[src/rtl/spi_frame_pkg.sv]
package spi_frame_pkg;

  // Edge information for one oversampled input.
  typedef struct packed {
    logic level;
    logic rise;
    logic fall;
  } edge_info_t;

  // Counter width that holds FRAME_BITS+1 (the over-length bin).
  function automatic int cnt_width(input int frame_bits);
    return $clog2(frame_bits + 2);
  endfunction

endpackage

[src/rtl/spi_edge_sync.sv]
module spi_edge_sync
  import spi_frame_pkg::*;
#(
  parameter int         STAGES  = 2,
  parameter int         WIDTH   = 3,
  parameter logic [WIDTH-1:0] IDLE_VAL = '0
) (
  input  logic             clk,
  input  logic             rst_n,
  input  logic [WIDTH-1:0] pin_in,
  output edge_info_t       edge_out [WIDTH]
);

  localparam int DEPTH = STAGES + 1;  // sync stages plus one history register

  for (genvar g = 0; g < WIDTH; g++) begin : g_lane
    logic [DEPTH-1:0] pipe_q;
    logic [DEPTH-1:0] pipe_d;

    always_comb begin
      pipe_d = {pipe_q[DEPTH-2:0], pin_in[g]};
    end

    always_ff @(posedge clk or negedge rst_n) begin
      if (!rst_n) begin
        pipe_q <= {DEPTH{IDLE_VAL[g]}};
      end else begin
        pipe_q <= pipe_d;
      end
    end

    always_comb begin
      edge_out[g].level = pipe_q[STAGES-1];
      edge_out[g].rise  = pipe_q[STAGES-1] & ~pipe_q[STAGES];
      edge_out[g].fall  = ~pipe_q[STAGES-1] & pipe_q[STAGES];
    end
  end

endmodule

[src/rtl/spi_shift_core.sv]
module spi_shift_core
  import spi_frame_pkg::*;
#(
  parameter int FRAME_BITS = 128,
  localparam int CW        = cnt_width(FRAME_BITS)
) (
  input  logic                  clk,
  input  logic                  rst_n,
  input  logic                  sel_active,
  input  logic                  sel_fall,
  input  logic                  sck_rise,
  input  logic                  sck_fall,
  input  logic                  data_bit,
  input  logic [FRAME_BITS-1:0] load_word,
  output logic                  tx_head,
  output logic [FRAME_BITS-1:0] shift_in_word,
  output logic [CW-1:0]         edge_count
);

  localparam logic [CW-1:0] CNT_SAT = CW'(FRAME_BITS + 1);

  logic [FRAME_BITS-1:0] tx_q, tx_d;
  logic [FRAME_BITS-1:0] rx_q, rx_d;
  logic [CW-1:0]         cnt_q, cnt_d;
  logic                  tx_en, rx_en, cnt_en;

  // Next-state logic. A chip-select fall wins over any serial clock edge.
  always_comb begin
    tx_d   = tx_q;
    rx_d   = rx_q;
    cnt_d  = cnt_q;
    tx_en  = 1'b0;
    rx_en  = 1'b0;
    cnt_en = 1'b0;
    if (sel_fall) begin
      tx_d   = load_word;
      tx_en  = 1'b1;
      cnt_d  = '0;
      cnt_en = 1'b1;
    end else if (sel_active) begin
      if (sck_rise) begin
        rx_d   = {rx_q[FRAME_BITS-2:0], data_bit};
        rx_en  = 1'b1;
        cnt_en = (cnt_q != CNT_SAT);
        cnt_d  = cnt_q + CW'(1);
      end
      if (sck_fall) begin
        tx_d  = {tx_q[FRAME_BITS-2:0], 1'b0};
        tx_en = 1'b1;
      end
    end
  end

  always_ff @(posedge clk or negedge rst_n) begin
    if (!rst_n) begin
      tx_q  <= '0;
      rx_q  <= '0;
      cnt_q <= '0;
    end else begin
      if (tx_en)  tx_q  <= tx_d;
      if (rx_en)  rx_q  <= rx_d;
      if (cnt_en) cnt_q <= cnt_d;
    end
  end

  assign tx_head       = tx_q[FRAME_BITS-1];
  assign shift_in_word = rx_q;
  assign edge_count    = cnt_q;

endmodule

[src/rtl/spi_frame_commit.sv]
module spi_frame_commit
  import spi_frame_pkg::*;
#(
  parameter int FRAME_BITS = 128,
  localparam int CW        = cnt_width(FRAME_BITS)
) (
  input  logic                  clk,
  input  logic                  rst_n,
  input  logic                  sel_rise,
  input  logic [CW-1:0]         edge_count,
  input  logic [FRAME_BITS-1:0] shift_in_word,
  output logic [FRAME_BITS-1:0] held_word,
  output logic                  done_pulse,
  output logic                  bad_pulse
);

  localparam logic [CW-1:0] CNT_FULL = CW'(FRAME_BITS);

  logic                  count_ok;
  logic                  word_en;
  logic                  done_d, bad_d;
  logic                  done_q, bad_q;
  logic [FRAME_BITS-1:0] word_q;

  always_comb begin
    count_ok = (edge_count == CNT_FULL);
    word_en  = sel_rise & count_ok;
    done_d   = sel_rise & count_ok;
    bad_d    = sel_rise & ~count_ok;
  end

  always_ff @(posedge clk or negedge rst_n) begin
    if (!rst_n) begin
      word_q <= '0;
      done_q <= 1'b0;
      bad_q  <= 1'b0;
    end else begin
      if (word_en) word_q <= shift_in_word;
      done_q <= done_d;
      bad_q  <= bad_d;
    end
  end

  assign held_word  = word_q;
  assign done_pulse = done_q;
  assign bad_pulse  = bad_q;

endmodule

[src/rtl/spi_frame_slave.sv]
module spi_frame_slave
  import spi_frame_pkg::*;
#(
  parameter int FRAME_BITS  = 128,
  parameter int SYNC_STAGES = 2
) (
  input  logic                  clk,
  input  logic                  rst_n,
  input  logic                  sclk_in,
  input  logic                  csn_in,
  input  logic                  mosi_in,
  output logic                  miso_out,
  input  logic [FRAME_BITS-1:0] tx_word,
  output logic [FRAME_BITS-1:0] rx_word,
  output logic                  frame_done,
  output logic                  frame_err
);

  localparam int CW    = cnt_width(FRAME_BITS);
  localparam int L_SCK = 0;
  localparam int L_SEL = 1;
  localparam int L_DAT = 2;

  // Reset: asserted asynchronously, released on a clock edge.
  logic [1:0] rst_pipe_q;
  logic       rst_int_n;

  always_ff @(posedge clk or negedge rst_n) begin
    if (!rst_n) begin
      rst_pipe_q <= 2'b00;
    end else begin
      rst_pipe_q <= {rst_pipe_q[0], 1'b1};
    end
  end
  assign rst_int_n = rst_pipe_q[1];

  edge_info_t edges [3];
  logic       sel_active;
  logic       tx_head;
  logic [FRAME_BITS-1:0] rx_shift;
  logic [CW-1:0]         bit_cnt;

  // Chip-select idles high; serial clock and data idle low.
  spi_edge_sync #(
    .STAGES   (SYNC_STAGES),
    .WIDTH    (3),
    .IDLE_VAL (3'b010)
  ) u_sync (
    .clk      (clk),
    .rst_n    (rst_int_n),
    .pin_in   ({mosi_in, csn_in, sclk_in}),
    .edge_out (edges)
  );

  assign sel_active = ~edges[L_SEL].level;

  spi_shift_core #(
    .FRAME_BITS (FRAME_BITS)
  ) u_core (
    .clk           (clk),
    .rst_n         (rst_int_n),
    .sel_active    (sel_active),
    .sel_fall      (edges[L_SEL].fall),
    .sck_rise      (edges[L_SCK].rise),
    .sck_fall      (edges[L_SCK].fall),
    .data_bit      (edges[L_DAT].level),
    .load_word     (tx_word),
    .tx_head       (tx_head),
    .shift_in_word (rx_shift),
    .edge_count    (bit_cnt)
  );

  spi_frame_commit #(
    .FRAME_BITS (FRAME_BITS)
  ) u_commit (
    .clk           (clk),
    .rst_n         (rst_int_n),
    .sel_rise      (edges[L_SEL].rise),
    .edge_count    (bit_cnt),
    .shift_in_word (rx_shift),
    .held_word     (rx_word),
    .done_pulse    (frame_done),
    .bad_pulse     (frame_err)
  );

  assign miso_out = sel_active & tx_head;

endmodule

[config.mk]
export PLATFORM = sky130hd
export DESIGN_NAME = spi_frame_slave
export DESIGN_NICKNAME = d
export VERILOG_FILES = /design/src/rtl/spi_frame_pkg.sv /design/src/rtl/spi_edge_sync.sv /design/src/rtl/spi_shift_core.sv /design/src/rtl/spi_frame_commit.sv /design/src/rtl/spi_frame_slave.sv
export SDC_FILE = /design/constraint.sdc
export NUM_CORES = 1
export LEC_CHECK = 0
export CELL_PAD_IN_SITES_DETAIL_PLACEMENT = 0
export CELL_PAD_IN_SITES_GLOBAL_PLACEMENT = 1
export CORE_UTILIZATION = 50
export DETAILED_ROUTE_END_ITERATION = 6
export DONT_BUFFER_PORTS = 1
export GPL_TIMING_DRIVEN = 0
export PLACE_DENSITY_LB_ADDON = 0.25
export SETUP_SLACK_MARGIN = 0.3
export SKIP_LAST_GASP = 1
export SLEW_MARGIN = 20
export SYNTH_ARGS = -nofsm -noshare
export SYNTH_HDL_FRONTEND = slang
export SYNTH_HIERARCHICAL = 1
export SYNTH_SLANG_ARGS = --single-unit
[constraint.sdc]
create_clock -name clk -period 14.7 [get_ports clk]
set_input_delay 2.94 -clock clk [delete_from_list [all_inputs] [get_ports clk]]
set_output_delay 2.94 -clock clk [all_outputs]
set_load 0.02 [all_outputs]
# --- Word-level counts from Yosys, hierarchy flattened ---
# Index checks and enable logic that the tools add are counted.
totals:
  output_inout_bits: 131
  regBits: 404
  word_cells: 47
op_classes:
  n_bitwise: 13
  eq_ne: 3
  n_addsub: 1
  muxes: 15
  reduce_logical: 5
ops:
  columns: ["operator", "count"]
  rows:
  - ["$mux W128", 3]
  - ["$mux W8", 3]
  - ["$mux W1", 9]
  - ["$add A8 B1 Y8 const B", 1]
  - ["$eq A8 B8 Y1 const B", 1]
  - ["$ne A8 B8 Y1 const B", 1]
  - ["$and A1 B1 Y1", 7]
  - ["$not A1 Y1", 6]
  - ["$reduce_and A3 Y1", 2]
  - ["$reduce_and A4 Y1", 1]
  - ["$reduce_bool A2 Y1", 2]
  - ["$ne A2 B1 Y1 const B", 1]

# --- Depth between registers and ports, before layout ---
logic_depth:
  word_depth: 6
  depth_mapped: 7
  mapped_depth_nobuf: 5

# --- Hierarchy ---
# The synthesis kept the hierarchy.
modules_own_cells:
  columns: ["mod", "cells_per_inst", "n_inst", "seq_area_each_um2", "area_each_um2"]
  rows:
  - ["spi_shift_core", 873, 1, 6606.3, 11424.7]
  - ["spi_frame_commit", 277, 1, 3253.1, 5405.2]
  - ["spi_edge_sync", 18, 1, 229.0, 289.0]
  - ["spi_frame_slave", 5, 1, 50.0, 63.8]

# --- Least setup slack after synthesis ---
# Ideal clock, no wire load.
synth_timing:
  kind: "register to output"
  startpoint: "register u_sync.g_lane[1].pipe_q[1]"
  endpoint: "output miso_out"
  t_required_ps: 11760
  t_arrival_ps: 791
  n_path_buf: 1
  path_stages_with_launch: 3
  path_slack_ps: 10969
  cell_sequence: "dfstp_2 -> buf_4 -> nor2b_1"
synth_between:
  elab_chain_len: 2
synth_rtl:
  columns: ["element", "line_no", "rtl"]
  rows:
  - ["start, declared", "spi_edge_sync.sv:17", "logic [DEPTH-1:0] pipe_q;"]
  - ["start signal, assigned", "spi_edge_sync.sv:26", "pipe_q <= {DEPTH{IDLE_VAL[g]}};"]
  - ["start signal, assigned", "spi_edge_sync.sv:28", "pipe_q <= pipe_d;"]
  - ["$not A1 Y1 (no line)", null, null]
  - ["$and A1 B1 Y1", "spi_frame_slave.sv:86", "assign miso_out = sel_active & tx_head;"]
  - ["end, declared", "spi_frame_slave.sv:12", "output logic miso_out,"]
# Every way passes these cells.

# --- Worst setup path after layout ---
# Same ends and word-level chain as after synthesis.

==> run metrics <==
initial antenna violation count 4; Setup TNS Final 0 ps; Layout Nets 1357; IO Pins 264; Synth Net Count 1304; Die X 187 µm; vias per inst 5.26; DIE AREA 35000 µm²; WL/cell 18.9 µm; CP Launch Type flop; post-CTS sizing 0; clk_skew 13.0 ps; PwrDens 124 nW/µm²; Clock Latency Late Sink 540 ps; RSZ-0062 raised after global routing false; first-pass GRT wire length 52.2 mm; fin cells 1704; Vias 8964; initial DRC count 401; chip height 187 µm; HP Class reg2async; VDD IR max 0.0885 mV; Inst Count DP 1625; H-tree depth 2; largest net degree at the start of global routing 60; share of layout cells above drive strength 1 0.308; clock-pin slew on the worst setup and hold paths 60 ps; total wire length 32.2 mm; setup violators final 0; Area Overhead vs Synth 12.4%; Max Slew Vio Count 0; leakage 10.3 nW; GPL Wtd Cong 0.747; Fin Hold WS 298 ps; CTS tree done; Syn Std Cell Area 17100 µm²; Critical Path RT 11760 ps; Worst-Margin Slew 512 ps; max_cap viols 0; Final Critical Period 4380 ps; port bufs 0; clock buffers created by TritonCTS 43; WS Path Type reg2out; number of detailed-routing iterations run before antenna repair 4; grt ovf 0; Fmax 229 MHz; Detail Route Antenna Nets 0; critical path arrival 1440 ps; clock buffer depth 3; outcome finished, final reports clean; yosys warns 6; core area 33600 µm²; total power draw 2.40 mW; Hold Buf Count CTS 0; CP max FO 4; Final HPWL DP 22.6 mm; FILL cells 2715; Crit path largest cell delay 380 ps; CTS Root Cell clkbuf_16; Slowest-stage cell, CP dfstp_2; Final Hold Viols 0; clock sinks 404; CP Cell Sequence buf_4 -> nor2b_1; row cnt 67; Residual DRC 0; GR Util All Layers 0.187; vias in the first global route 9313; Syn Inst Count 1169; # Post-CTS Setup Buffers 0; crit end category output pin; Slew Limit Headroom 0.659; Starting Density 0.510; syn avg cell area 14.7 µm²; final period utilization 0.298
==> metrics by stage <==
stage	cell area [µm²]	setup slack, ps	utilization
detailed placement	17900	10860	0.533
global placement	17700	-1490	0.526
floorplan	17100	2610	-
CTS	19200	10280	0.573
global route	19300	10280	0.573
finish	19300	10330	0.573
==> where the power goes <==
group | switching [mW] | internal, mW
clock | 0.424 | 0.604
combinational | 0.0786 | 0.0669
sequential | 0.0411 | 1.18
==> state kept, by name, summed over array words and instances, names as in the netlist <==
signal and count:
u_sync/g_lane.pipe_q 8, u_commit/bad_pulse 1, u_commit/held_word 128, u_core/edge_count 8
u_core/tx_q 128, rst_pipe_q 2, u_commit/done_pulse 1, u_core/shift_in_word 128
==> per-layer routing <==
metal  vias up  global-route usage  wire (µm)
met1      4493               0.250      14300
met5         -                   0          0
li1       4206                   -          -
met2       210               0.291      15000
met3        55              0.0525       1940
met4         0              0.0706        939
==> cell usage in the layout, fill, tap and decap left out, drive strengths merged, types with 2 or more instances in the layout <==
| master | n |
|---|---|
| nand3 | 5 |
| diode | 4 |
| mux2 | 257 |
| clkinv | 3 |
| inv | 6 |
| or4 | 3 |
| nor2b | 6 |
| mux2i | 127 |
| nand2 | 135 |
| dfrtp | 401 |
| o21ai | 130 |
| ha | 2 |
| a21oi | 7 |
| clkbuf | 85 |
| or3 | 2 |
| o31ai | 3 |
| buf | 63 |
| dfstp | 3 |
==> area by class of cell <==
class	instances	area, µm²	area share
Sequential cell	404	10100	0.525
Multi-Input combinational cell	689	6410	0.333
Clock buffer	67	1260	0.0652
Buffer	73	601	0.0312
Tap cell	448	561	0.0291
Timing Repair Buffer	8	205	0.0107
Clock inverter	8	82.6	0.00429
Inverter	3	11.3	0.000585
Antenna cell	4	10.0	0.000520
==> worst max-delay path: cells and delay by family, from the launching register on <==
family | cells | cell delay (ps)
flip-flops | 1 | 380
AND/OR/NAND/NOR | 1 | 380
buffers and inverters | 1 | 140
==> worst paths after layout <==
check	start	end	slack (ps)	depth (start not counted)
hold reg to reg	rst_pipe_q[1]	u_commit/held_word[11]	300	0
hold / removal	rst_pipe_q[1]	u_commit/held_word[11]	300	0
setup / recovery	u_sync/g_lane[1].pipe_q[1]	miso_out	10330	2
max in group asynchronous	rst_n	rst_pipe_q[1]	12520	0
min in group clk	u_sync/g_lane[0].pipe_q[0]	u_sync/g_lane[0].pipe_q[1]	350	0
setup reg to reg	u_sync/g_lane[1].pipe_q[2]	u_core/tx_q[62]	12190	7
Note: power is estimated with default switching activity, not from simulation.
